File: src/rtl/ipi_cmd_pkg.sv
package ipi_cmd_pkg;
  // lower-word field positions
  localparam int VEC_LSB   = 0;
  localparam int MODE_LSB  = 8;
  localparam int BUSY_BIT  = 12;
  localparam int ERR_BIT   = 13;
  localparam int LVL_BIT   = 14;
  localparam int TRIG_BIT  = 15;
  localparam int SH_LSB    = 18;
  // upper-word destination field
  localparam int DEST_LSB  = 24;

  localparam logic [2:0] MODE_INIT    = 3'b101;
  localparam logic [2:0] MODE_STARTUP = 3'b110;

  typedef enum logic [1:0] {
    SH_NONE    = 2'b00,
    SH_SELF    = 2'b01,
    SH_ALL_INC = 2'b10,
    SH_ALL_EXC = 2'b11
  } shorthand_e;

  typedef struct packed {
    logic loadLo;   // accepted lower-word write, also the launch
    logic loadHi;   // upper-word write
  } strobe_t;
endpackage

File: src/rtl/ipi_cmd_ctrl.sv
module ipi_cmd_ctrl
  import ipi_cmd_pkg::*;
#(
  parameter int ADDR_W = 8,
  parameter logic [ADDR_W-1:0] LO_OFF = 8'h00,
  parameter logic [ADDR_W-1:0] HI_OFF = 8'h10
) (
  input  logic              clk,
  input  logic              rstN,
  input  logic              wrEn,
  input  logic [ADDR_W-1:0] wrAddr,
  input  logic              msgReady,
  output strobe_t           strobes,
  output logic              busy,
  output logic              sendErr
);
  logic hitLo, hitHi, accepted;

  assign hitLo    = wrEn && (wrAddr == LO_OFF);
  assign hitHi    = wrEn && (wrAddr == HI_OFF);
  assign accepted = busy && msgReady;

  always_comb begin
    strobes.loadLo = hitLo && !busy;
    strobes.loadHi = hitHi;
  end

  always_ff @(posedge clk) begin
    if (!rstN) begin
      busy    <= 1'b0;
      sendErr <= 1'b0;
    end else begin
      if (strobes.loadLo)  busy <= 1'b1;
      else if (accepted)   busy <= 1'b0;
      if (hitLo && busy)   sendErr <= 1'b1;
    end
  end

  a_r3_launch_sets_busy: assert property (@(posedge clk) disable iff (!rstN)
    (hitLo && !busy) |=> busy);
  a_r4_hold_until_ready: assert property (@(posedge clk) disable iff (!rstN)
    (busy && !msgReady) |=> busy);
  a_r4_clear_after_accept: assert property (@(posedge clk) disable iff (!rstN)
    (busy && msgReady && !hitLo) |=> !busy);
  a_r5_err_sticky: assert property (@(posedge clk) disable iff (!rstN)
    sendErr |=> sendErr);
  a_r5_err_on_drop: assert property (@(posedge clk) disable iff (!rstN)
    (hitLo && busy) |=> sendErr);
endmodule

File: src/rtl/ipi_cmd_dpath.sv
module ipi_cmd_dpath
  import ipi_cmd_pkg::*;
#(
  parameter int ADDR_W     = 8,
  parameter logic [ADDR_W-1:0] LO_OFF = 8'h00,
  parameter logic [ADDR_W-1:0] HI_OFF = 8'h10,
  parameter int NUM_CPU    = 8,
  parameter int SELF_ID    = 2,
  parameter int PAGE_SHIFT = 12,
  localparam int START_W   = 8 + PAGE_SHIFT
) (
  input  logic               clk,
  input  logic               rstN,
  input  strobe_t            strobes,
  input  logic               busy,
  input  logic               sendErr,
  input  logic [31:0]        wrData,
  input  logic [ADDR_W-1:0]  rdAddr,
  output logic [31:0]        rdData,
  input  logic               msgReady,
  output logic [NUM_CPU-1:0] msgTargets,
  output logic [7:0]         msgVector,
  output logic [2:0]         msgMode,
  output logic               msgLevelTrig,
  output logic               msgLevel,
  output logic [START_W-1:0] msgStartAddr
);
  // stored lower-word fields (status bits are not stored)
  logic [13:0] loUpper;   // bits 31:18
  logic [1:0]  loTrigLvl; // bits 15:14
  logic [11:0] loLower;   // bits 11:0
  logic [31:0] hiWord;

  // launch-time decode of the incoming lower word
  shorthand_e         newSh;
  logic [7:0]         destId;
  logic [NUM_CPU-1:0] newTargets;
  logic [2:0]         newMode;
  logic [7:0]         newVec;
  logic               newTrig;
  logic               newLevel;
  logic [START_W-1:0] newStart;

  assign newSh    = shorthand_e'(wrData[SH_LSB +: 2]);
  assign destId   = hiWord[DEST_LSB +: 8];
  assign newMode  = wrData[MODE_LSB +: 3];
  assign newVec   = wrData[VEC_LSB +: 8];
  assign newTrig  = wrData[TRIG_BIT];
  assign newLevel = newTrig ? wrData[LVL_BIT] : 1'b1;
  assign newStart = (newMode == MODE_STARTUP) ? {newVec, {PAGE_SHIFT{1'b0}}} : '0;

  for (genvar g = 0; g < NUM_CPU; g++) begin : g_target
    always_comb begin
      unique case (newSh)
        SH_NONE:    newTargets[g] = (destId == 8'(g));
        SH_SELF:    newTargets[g] = (g == SELF_ID);
        SH_ALL_INC: newTargets[g] = 1'b1;
        SH_ALL_EXC: newTargets[g] = (g != SELF_ID);
        default:    newTargets[g] = 1'b0;
      endcase
    end
  end

  always_ff @(posedge clk) begin
    if (!rstN) begin
      loUpper      <= '0;
      loTrigLvl    <= '0;
      loLower      <= '0;
      hiWord       <= '0;
      msgTargets   <= '0;
      msgVector    <= '0;
      msgMode      <= '0;
      msgLevelTrig <= 1'b0;
      msgLevel     <= 1'b0;
      msgStartAddr <= '0;
    end else begin
      if (strobes.loadHi) hiWord <= wrData;
      if (strobes.loadLo) begin
        loUpper      <= wrData[31:18];
        loTrigLvl    <= wrData[15:14];
        loLower      <= wrData[11:0];
        msgTargets   <= newTargets;
        msgVector    <= newVec;
        msgMode      <= newMode;
        msgLevelTrig <= newTrig;
        msgLevel     <= newLevel;
        msgStartAddr <= newStart;
      end
    end
  end

  always_comb begin
    if (rdAddr == LO_OFF)
      rdData = {loUpper, 2'b00, loTrigLvl, sendErr, busy, loLower};
    else if (rdAddr == HI_OFF)
      rdData = hiWord;
    else
      rdData = '0;
  end

  a_r10_fields_stable: assert property (@(posedge clk) disable iff (!rstN)
    (busy && !msgReady) |=> $stable({msgTargets, msgVector, msgMode,
                                     msgLevelTrig, msgLevel, msgStartAddr}));
  a_r9_remote_status_zero: assert property (@(posedge clk) disable iff (!rstN)
    (rdAddr == LO_OFF) |-> (rdData[17:16] == 2'b00));
  a_r8_start_only_startup: assert property (@(posedge clk) disable iff (!rstN)
    (busy && msgMode != MODE_STARTUP) |-> (msgStartAddr == '0));
  a_r7_edge_asserts: assert property (@(posedge clk) disable iff (!rstN)
    (busy && !msgLevelTrig) |-> msgLevel);
endmodule

File: src/rtl/ipi_cmd_reg.sv
module ipi_cmd_reg
  import ipi_cmd_pkg::*;
#(
  parameter int ADDR_W     = 8,
  parameter logic [ADDR_W-1:0] LO_OFF = 8'h00,
  parameter logic [ADDR_W-1:0] HI_OFF = 8'h10,
  parameter int NUM_CPU    = 8,
  parameter int SELF_ID    = 2,
  parameter int PAGE_SHIFT = 12,
  localparam int START_W   = 8 + PAGE_SHIFT
) (
  input  logic               clk,
  input  logic               rstN,
  input  logic               wrEn,
  input  logic [ADDR_W-1:0]  wrAddr,
  input  logic [31:0]        wrData,
  input  logic [ADDR_W-1:0]  rdAddr,
  output logic [31:0]        rdData,
  output logic               msgValid,
  input  logic               msgReady,
  output logic [NUM_CPU-1:0] msgTargets,
  output logic [7:0]         msgVector,
  output logic [2:0]         msgMode,
  output logic               msgLevelTrig,
  output logic               msgLevel,
  output logic [START_W-1:0] msgStartAddr
);
  strobe_t strobes;
  logic    busy, sendErr;

  ipi_cmd_ctrl #(.ADDR_W(ADDR_W), .LO_OFF(LO_OFF), .HI_OFF(HI_OFF)) i_ctrl (
    .clk(clk), .rstN(rstN), .wrEn(wrEn), .wrAddr(wrAddr),
    .msgReady(msgReady), .strobes(strobes), .busy(busy), .sendErr(sendErr)
  );

  ipi_cmd_dpath #(
    .ADDR_W(ADDR_W), .LO_OFF(LO_OFF), .HI_OFF(HI_OFF),
    .NUM_CPU(NUM_CPU), .SELF_ID(SELF_ID), .PAGE_SHIFT(PAGE_SHIFT)
  ) i_dpath (
    .clk(clk), .rstN(rstN), .strobes(strobes), .busy(busy), .sendErr(sendErr),
    .wrData(wrData), .rdAddr(rdAddr), .rdData(rdData), .msgReady(msgReady),
    .msgTargets(msgTargets), .msgVector(msgVector), .msgMode(msgMode),
    .msgLevelTrig(msgLevelTrig), .msgLevel(msgLevel), .msgStartAddr(msgStartAddr)
  );

  assign msgValid = busy;
endmodule

File: config.mk
export PLATFORM = sky130hd
export DESIGN_NAME = ipi_cmd_reg
export DESIGN_NICKNAME = d
export VERILOG_FILES = /design/src/rtl/ipi_cmd_pkg.sv /design/src/rtl/ipi_cmd_ctrl.sv /design/src/rtl/ipi_cmd_dpath.sv /design/src/rtl/ipi_cmd_reg.sv
export SDC_FILE = /design/constraint.sdc
export NUM_CORES = 1
export LEC_CHECK = 0
export BUFFER_PORTS_ARGS = -buffer_cell sky130_fd_sc_hd__buf_2
export CORE_ASPECT_RATIO = 1.1
export CORE_MARGIN = 2
export CORE_UTILIZATION = 50
export DETAILED_ROUTE_END_ITERATION = 7
export GPL_TIMING_DRIVEN = 0
export MAX_ROUTING_LAYER = met4
export PLACE_DENSITY = 0.79
export SETUP_SLACK_MARGIN = 0.15
export SLEW_MARGIN = 5
export SYNTH_ARGS = -nofsm -noshare
export SYNTH_HDL_FRONTEND = slang
export SYNTH_HIERARCHICAL = 1
export SYNTH_SLANG_ARGS = --single-unit
File: constraint.sdc
create_clock -name clk -period 1.93 [get_ports clk]
set_input_delay 0.193 -clock clk [delete_from_list [all_inputs] [get_ports clk]]
set_output_delay 0.193 -clock clk [all_outputs]
set_load 0.02 [all_outputs]
# After elaboration in Yosys (flattened, before gate mapping)
# Index checks and enable logic that the tools add are counted.
word_totals:
  mem_count: 0
  ramBits: 0
  regBits: 103
  romBits: 0
  inputBits: 52
  latchBits: 0
  output_inout_bits: 74
op_classes:
  n_reduce_logical: 13
  n_mux: 14
  shift: 0
  eq_ne: 13
  n_lt_le_gt_ge: 0
  bitwise_logic: 0
  addsub: 0
  n_mul: 0
  div: 0
op_table:
  columns: ["operator", "count"]
  rows:
  - ["32-bit 2-to-1 mux", 2]
  - ["8-bit by 3-bit equality test with 1-bit output, second input constant", 4]
  - ["8-bit zero test", 3]
  - ["1-bit one-hot mux with 3 select lines", 8]
  - ["20-bit 2-to-1 mux", 1]
  - ["8-bit by 2-bit equality test with 1-bit output, second input constant", 2]
  - ["8-bit by 5-bit equality test with 1-bit output, second input constant", 2]
  - ["8-bit by 1-bit equality test with 1-bit output, second input constant", 1]
  - ["1-bit logical AND", 5]
  - ["2-bit equality test, second input constant", 2]
  - ["2-bit OR reduction", 2]
  - ["3-bit equality test, second input constant", 1]
  - ["1-bit 2-to-1 mux", 3]
  - ["2-bit by 1-bit equality test with 1-bit output, second input constant", 1]
  - ["2-bit zero test", 1]
  - ["2-bit nonzero test", 1]
  - ["1-bit zero test", 1]

# Depth between registers and ports, before layout
logic_depth:
  depth_word: 4
  mapped_depth: 7
  mapped_depth_nobuf: 5

# Cells and area by module
# Netlist, hierarchy kept.
modules_own_cells:
  columns: ["module", "cells_per_inst", "n_inst", "seq_area_each_um2", "area_each_um2"]
  rows:
  - ["ipi_cmd_dpath", 381, 1, 1541.5, 3723.6]
  - ["ipi_cmd_ctrl", 14, 1, 40.0, 130.1]

# Worst setup path before layout
# Ideal clock, no wire load.
synth_path:
  path_type: "input to register"
  startpoint: "input port wrAddr[6]"
  endpoint: "register i_dpath.msgTargets[0]"
  setup_slack_ns: 0.197
  setup_ns: 0.120
  stages: 7
  t_arrival_ns: 1.613
  cell_sequence: "or4b_4 > nor4_1 > buf_2 > buf_6 > buf_6 > o21a_2 > a21oi_1"
synth_rtl:
  columns: ["item", "line", "source"]
  rows:
  - ["start, declared", "ipi_cmd_reg.sv:15", "input logic [ADDR_W-1:0] wrAddr,"]
  - ["end signal, assigned", "ipi_cmd_dpath.sv:82", "msgTargets <= newTargets;"]
  - ["end, declared", "ipi_cmd_dpath.sv:21", "output logic [NUM_CPU-1:0] msgTargets,"]

# Worst setup path after layout
layout_path:
  startpoint: "input port wrAddr[6]"
  endpoint: "register i_dpath.hiWord[15]"
layout_between:
  elab_chain_len: 2
layout_rtl:
  columns: ["item", "line", "source"]
  rows:
  - ["8-bit by 5-bit equality test with 1-bit output", "ipi_cmd_ctrl.sv:20", "assign hitHi = wrEn && (wrAddr == HI_OFF);"]
  - ["1-bit logical AND", "ipi_cmd_ctrl.sv:20", null]
  - ["net i_ctrl.hitHi", "ipi_cmd_ctrl.sv:17", "logic hitLo, hitHi, accepted;"]
  - ["end signal, assigned", "ipi_cmd_dpath.sv:77", "if (strobes.loadHi) hiWord <= wrData;"]
  - ["end, declared", "ipi_cmd_dpath.sv:32", "logic [31:0] hiWord;"]
# The timed path passes the listed nets, and every way through them passes these cells.
# A chain may end at the register's enable or synchronous reset.

==> flow_summary.yaml <==
outcome:
  outcome: "completed"
timing:
  rsz0062_at_grt: "no"
  fmax_mhz: 582
  final.period_utilization: 0.890
  hold_viol: 0
  final-setup-viol-count: 0
  drv_slew: 0
  period_needed_ns: 1.72
  setup_tns_ns: 0
  skew_ns: 0.00616
route:
  routed_wl_um: 9200
  drcViolationCount: 0
  via_count: 3123
  post_drt_via_cell_ratio: 4.89
  first_pass_iters: 4
  ant_nets: 0
  first_iter_violations: 112
  wl_per_cell_um: 14.4
synth:
  synth_top_area_cell: "dfxtp_1"
  ys_seq_area_frac: 0.410
  async_flop_share: 0
  synth_top_area_share: 0.410
  yosysWarnings: 6
  synthTopCellsByArea: "dfxtp_1 41%, mux2i_1 23%, nor2b_1 13%"
  synth.avg_cell_area_um2: 9.76
  yosysUniqueCellTypes: 34
  synth_edf_count: 0
  synth.most_common_cell: "mux2i_1"
  synth_flop_cell: "dfxtp_1"
  synthTopCellsByCount: "90 x mux2i_1, 79 x dfxtp_1, 77 x nor2b_1"
  ys_ff_latch: 79
  postSynthCellCount: 395
  syn_area_um2: 3850
grt:
  grt_pass1_wl_um: 14300
  grt_pass1_vias: 2922
  antenna_found_initial: 0
  gr-total-overflow: 0
  grt_max_degree: 13
  track_usage: 0.227
final_layout:
  final_nets: 585
  insertedDiodeCount: 0
  area_delta_synth_final_pct: 24.8
  fillers: 643
  drive_gt1_frac: 0.332
clock_network:
  cts_tree: "built"
  cts-root-buf: "clkbuf_8"
  cts.sinks: 79
  clk_latency_ns: 0.34
  clkTransAtPathRegs_ns: 0.07
  cts_buffer_depth: 2
  cts_setup_buffers: 0
  htreeDepth: 3
  cts_buffers: 9
setup_path:
  cp-end-kind: "flip-flop"
  worstPathMaxFanout: 10
  cp-start-kind: "input pin"
  arrival_ns: 1.94
  worst-r2r-cell-count: 6
  worst_ep_required_time_ns: 2.16
  crit_type: "in -> reg"
  rrSetupSlack_ns: 0.33
  regToRegEndpoint: "i_dpath/msgTargets[4]"
  startpoint: "wrAddr[6]"
  endpoint: "i_dpath/hiWord[15]"
  reg2reg_from: "i_ctrl/busy"
die:
  rows: 33
  die-area_um2: 8430
  die_h_um: 96.1
  initial_utilization: 0.516
  coreArea_um2: 7470
  fp.dieW_um: 87.7
  boundaryPins: 126
power_and_ir_drop:
  power_density_nw_per_um2: 658
  finalPower_uw: 3170
  power.leakage_uw: 0.00205
  irDropWorstVdd_v: 0.000405
place:
  hpwl_um: 6730
  gp_congestion: 0.877
  portBuffers: 112
run:
  drv_cap: 0
min_path:
  hold_class: "in -> reg"
## routing by layer
| layer | vias to the layer above | global-route usage | routed length [um] |
|---|---|---|---|
| met5 | - | - | 0 |
| met4 | 0 | 0.0910 | 169 |
| met3 | 14 | 0.0377 | 456 |
| met2 | 104 | 0.361 | 4410 |
| met1 | 1447 | 0.289 | 4160 |
| li1 | 1558 | - | - |
## repair_timing
action	in CTS	in global routing
endpoints found under the setup margin	0	21
hold buffers	0	0
resized for setup	0	2
## report_power, final
group | internal, uW | switching [uW] | total, uW
combinational | 105 | 117 | 222
clock | 753 | 560 | 1310
sequential | 1630 | 1.27 | 1630
total | 2490 | 678 | 3170
## how the worst min path moves through the flow
stage                             to  slack (ns)  cells past startpoint  startpoint
floorplan           i_dpath/msgLevel        0.30                      1  wrData[15]
global placement    i_dpath/msgLevel        0.42                      2  wrData[15]
detailed placement  i_dpath/msgLevel        0.43                      2  wrData[15]
CTS                 i_dpath/msgLevel        0.06                      2  wrData[15]
global route        i_dpath/msgLevel        0.08                      2  wrData[15]
finish              i_dpath/msgLevel        0.08                      2  wrData[15]
## final cells by class
class | count | area, um2 | share of cell area
well taps | 105 | 131 | 0.0273
clock inverters | 4 | 70.1 | 0.0146
repair buffers | 112 | 561 | 0.117
clock buffers | 11 | 141 | 0.0294
inverters | 4 | 15.0 | 0.00312
flip-flops and latches | 79 | 1580 | 0.329
plain buffers | 50 | 327 | 0.0679
multi-input cells | 273 | 1980 | 0.412
## layout by cell type (no fill, tap or decap)
master	netlist	layout
nor3b_1	1	1
or3b_2	1	1
nand4_1	1	1
and2_1	1	1
buf_4	29	29
clkbuf_1	7	8
clkinv_2	0	2
o21ai_0	9	9
or4_4	1	1
nor2b_1	77	77
a31oi_1	2	2
ha_1	4	4
nor3_1	2	2
and3b_1	1	1
nor2_1	33	33
o21a_4	0	1
nor4_2	2	3
or4b_4	1	1
nor4b_4	1	1
nand3_1	7	7
and3_1	2	2
mux2i_1	90	90
and4b_1	1	1
buf_6	2	2
nand3b_1	2	2
nand2b_1	1	1
dfxtp_1	79	79
clkbuf_8	0	10
bufinv_16	0	2
inv_1	4	4
o31ai_1	2	2
nand2_1	2	2
clkbuf_2	1	1
conb_1	1	12
a21oi_1	15	15
buf_2	11	123
## flip-flops by register name, summed over array words and instances (netlist names)
name                  cells
i_dpath/msgLevelTrig      1
i_ctrl/busy               1
i_ctrl/sendErr            1
i_dpath/msgVector         7
i_dpath/loUpper          14
i_dpath/loTrigLvl         1
i_dpath/msgTargets        8
i_dpath/hiWord           32
i_dpath/msgMode           2
i_dpath/msgStartAddr      8
i_dpath/msgLevel          1
i_dpath/loLower           3
## through the flow
step / cell area, um2 / utilization / hold slack [ns] / setup slack [ns] / instances
finish: 4810 / 0.644 / 0.0773 / 0.213 / 638
global route: 4810 / 0.644 / 0.0776 / 0.101 / 638
CTS: 4800 / 0.642 / 0.0635 / 0.178 / 638
detailed placement: 4590 / 0.614 / 0.428 / -0.175 / 623
global placement: 4590 / 0.614 / 0.423 / -0.175 / 623
floorplan: 3890 / - / 0.304 / 0.197 / 406
## cells by family after synthesis
| logic type | synth area share |
|---|---|
| multiplexers | 0.234 |
| AO/OA/AOI/OAI | 0.0406 |
| AND/OR/NAND/NOR | 0.213 |
| other | 0.000973 |
| buffers and inverters | 0.0886 |
| flip-flops | 0.410 |
| adder cells (fa/ha/maj) | 0.0130 |
## worst max-delay path, cell delays in order
cell,delay [ns]
buf_2,0.10
or4b_4,0.56
nor3_1,0.20
buf_4,0.13
buf_2,0.19
buf_4,0.26
mux2i_1,0.24
nor2b_1,0.07
(Power assumes the default switching activity.)
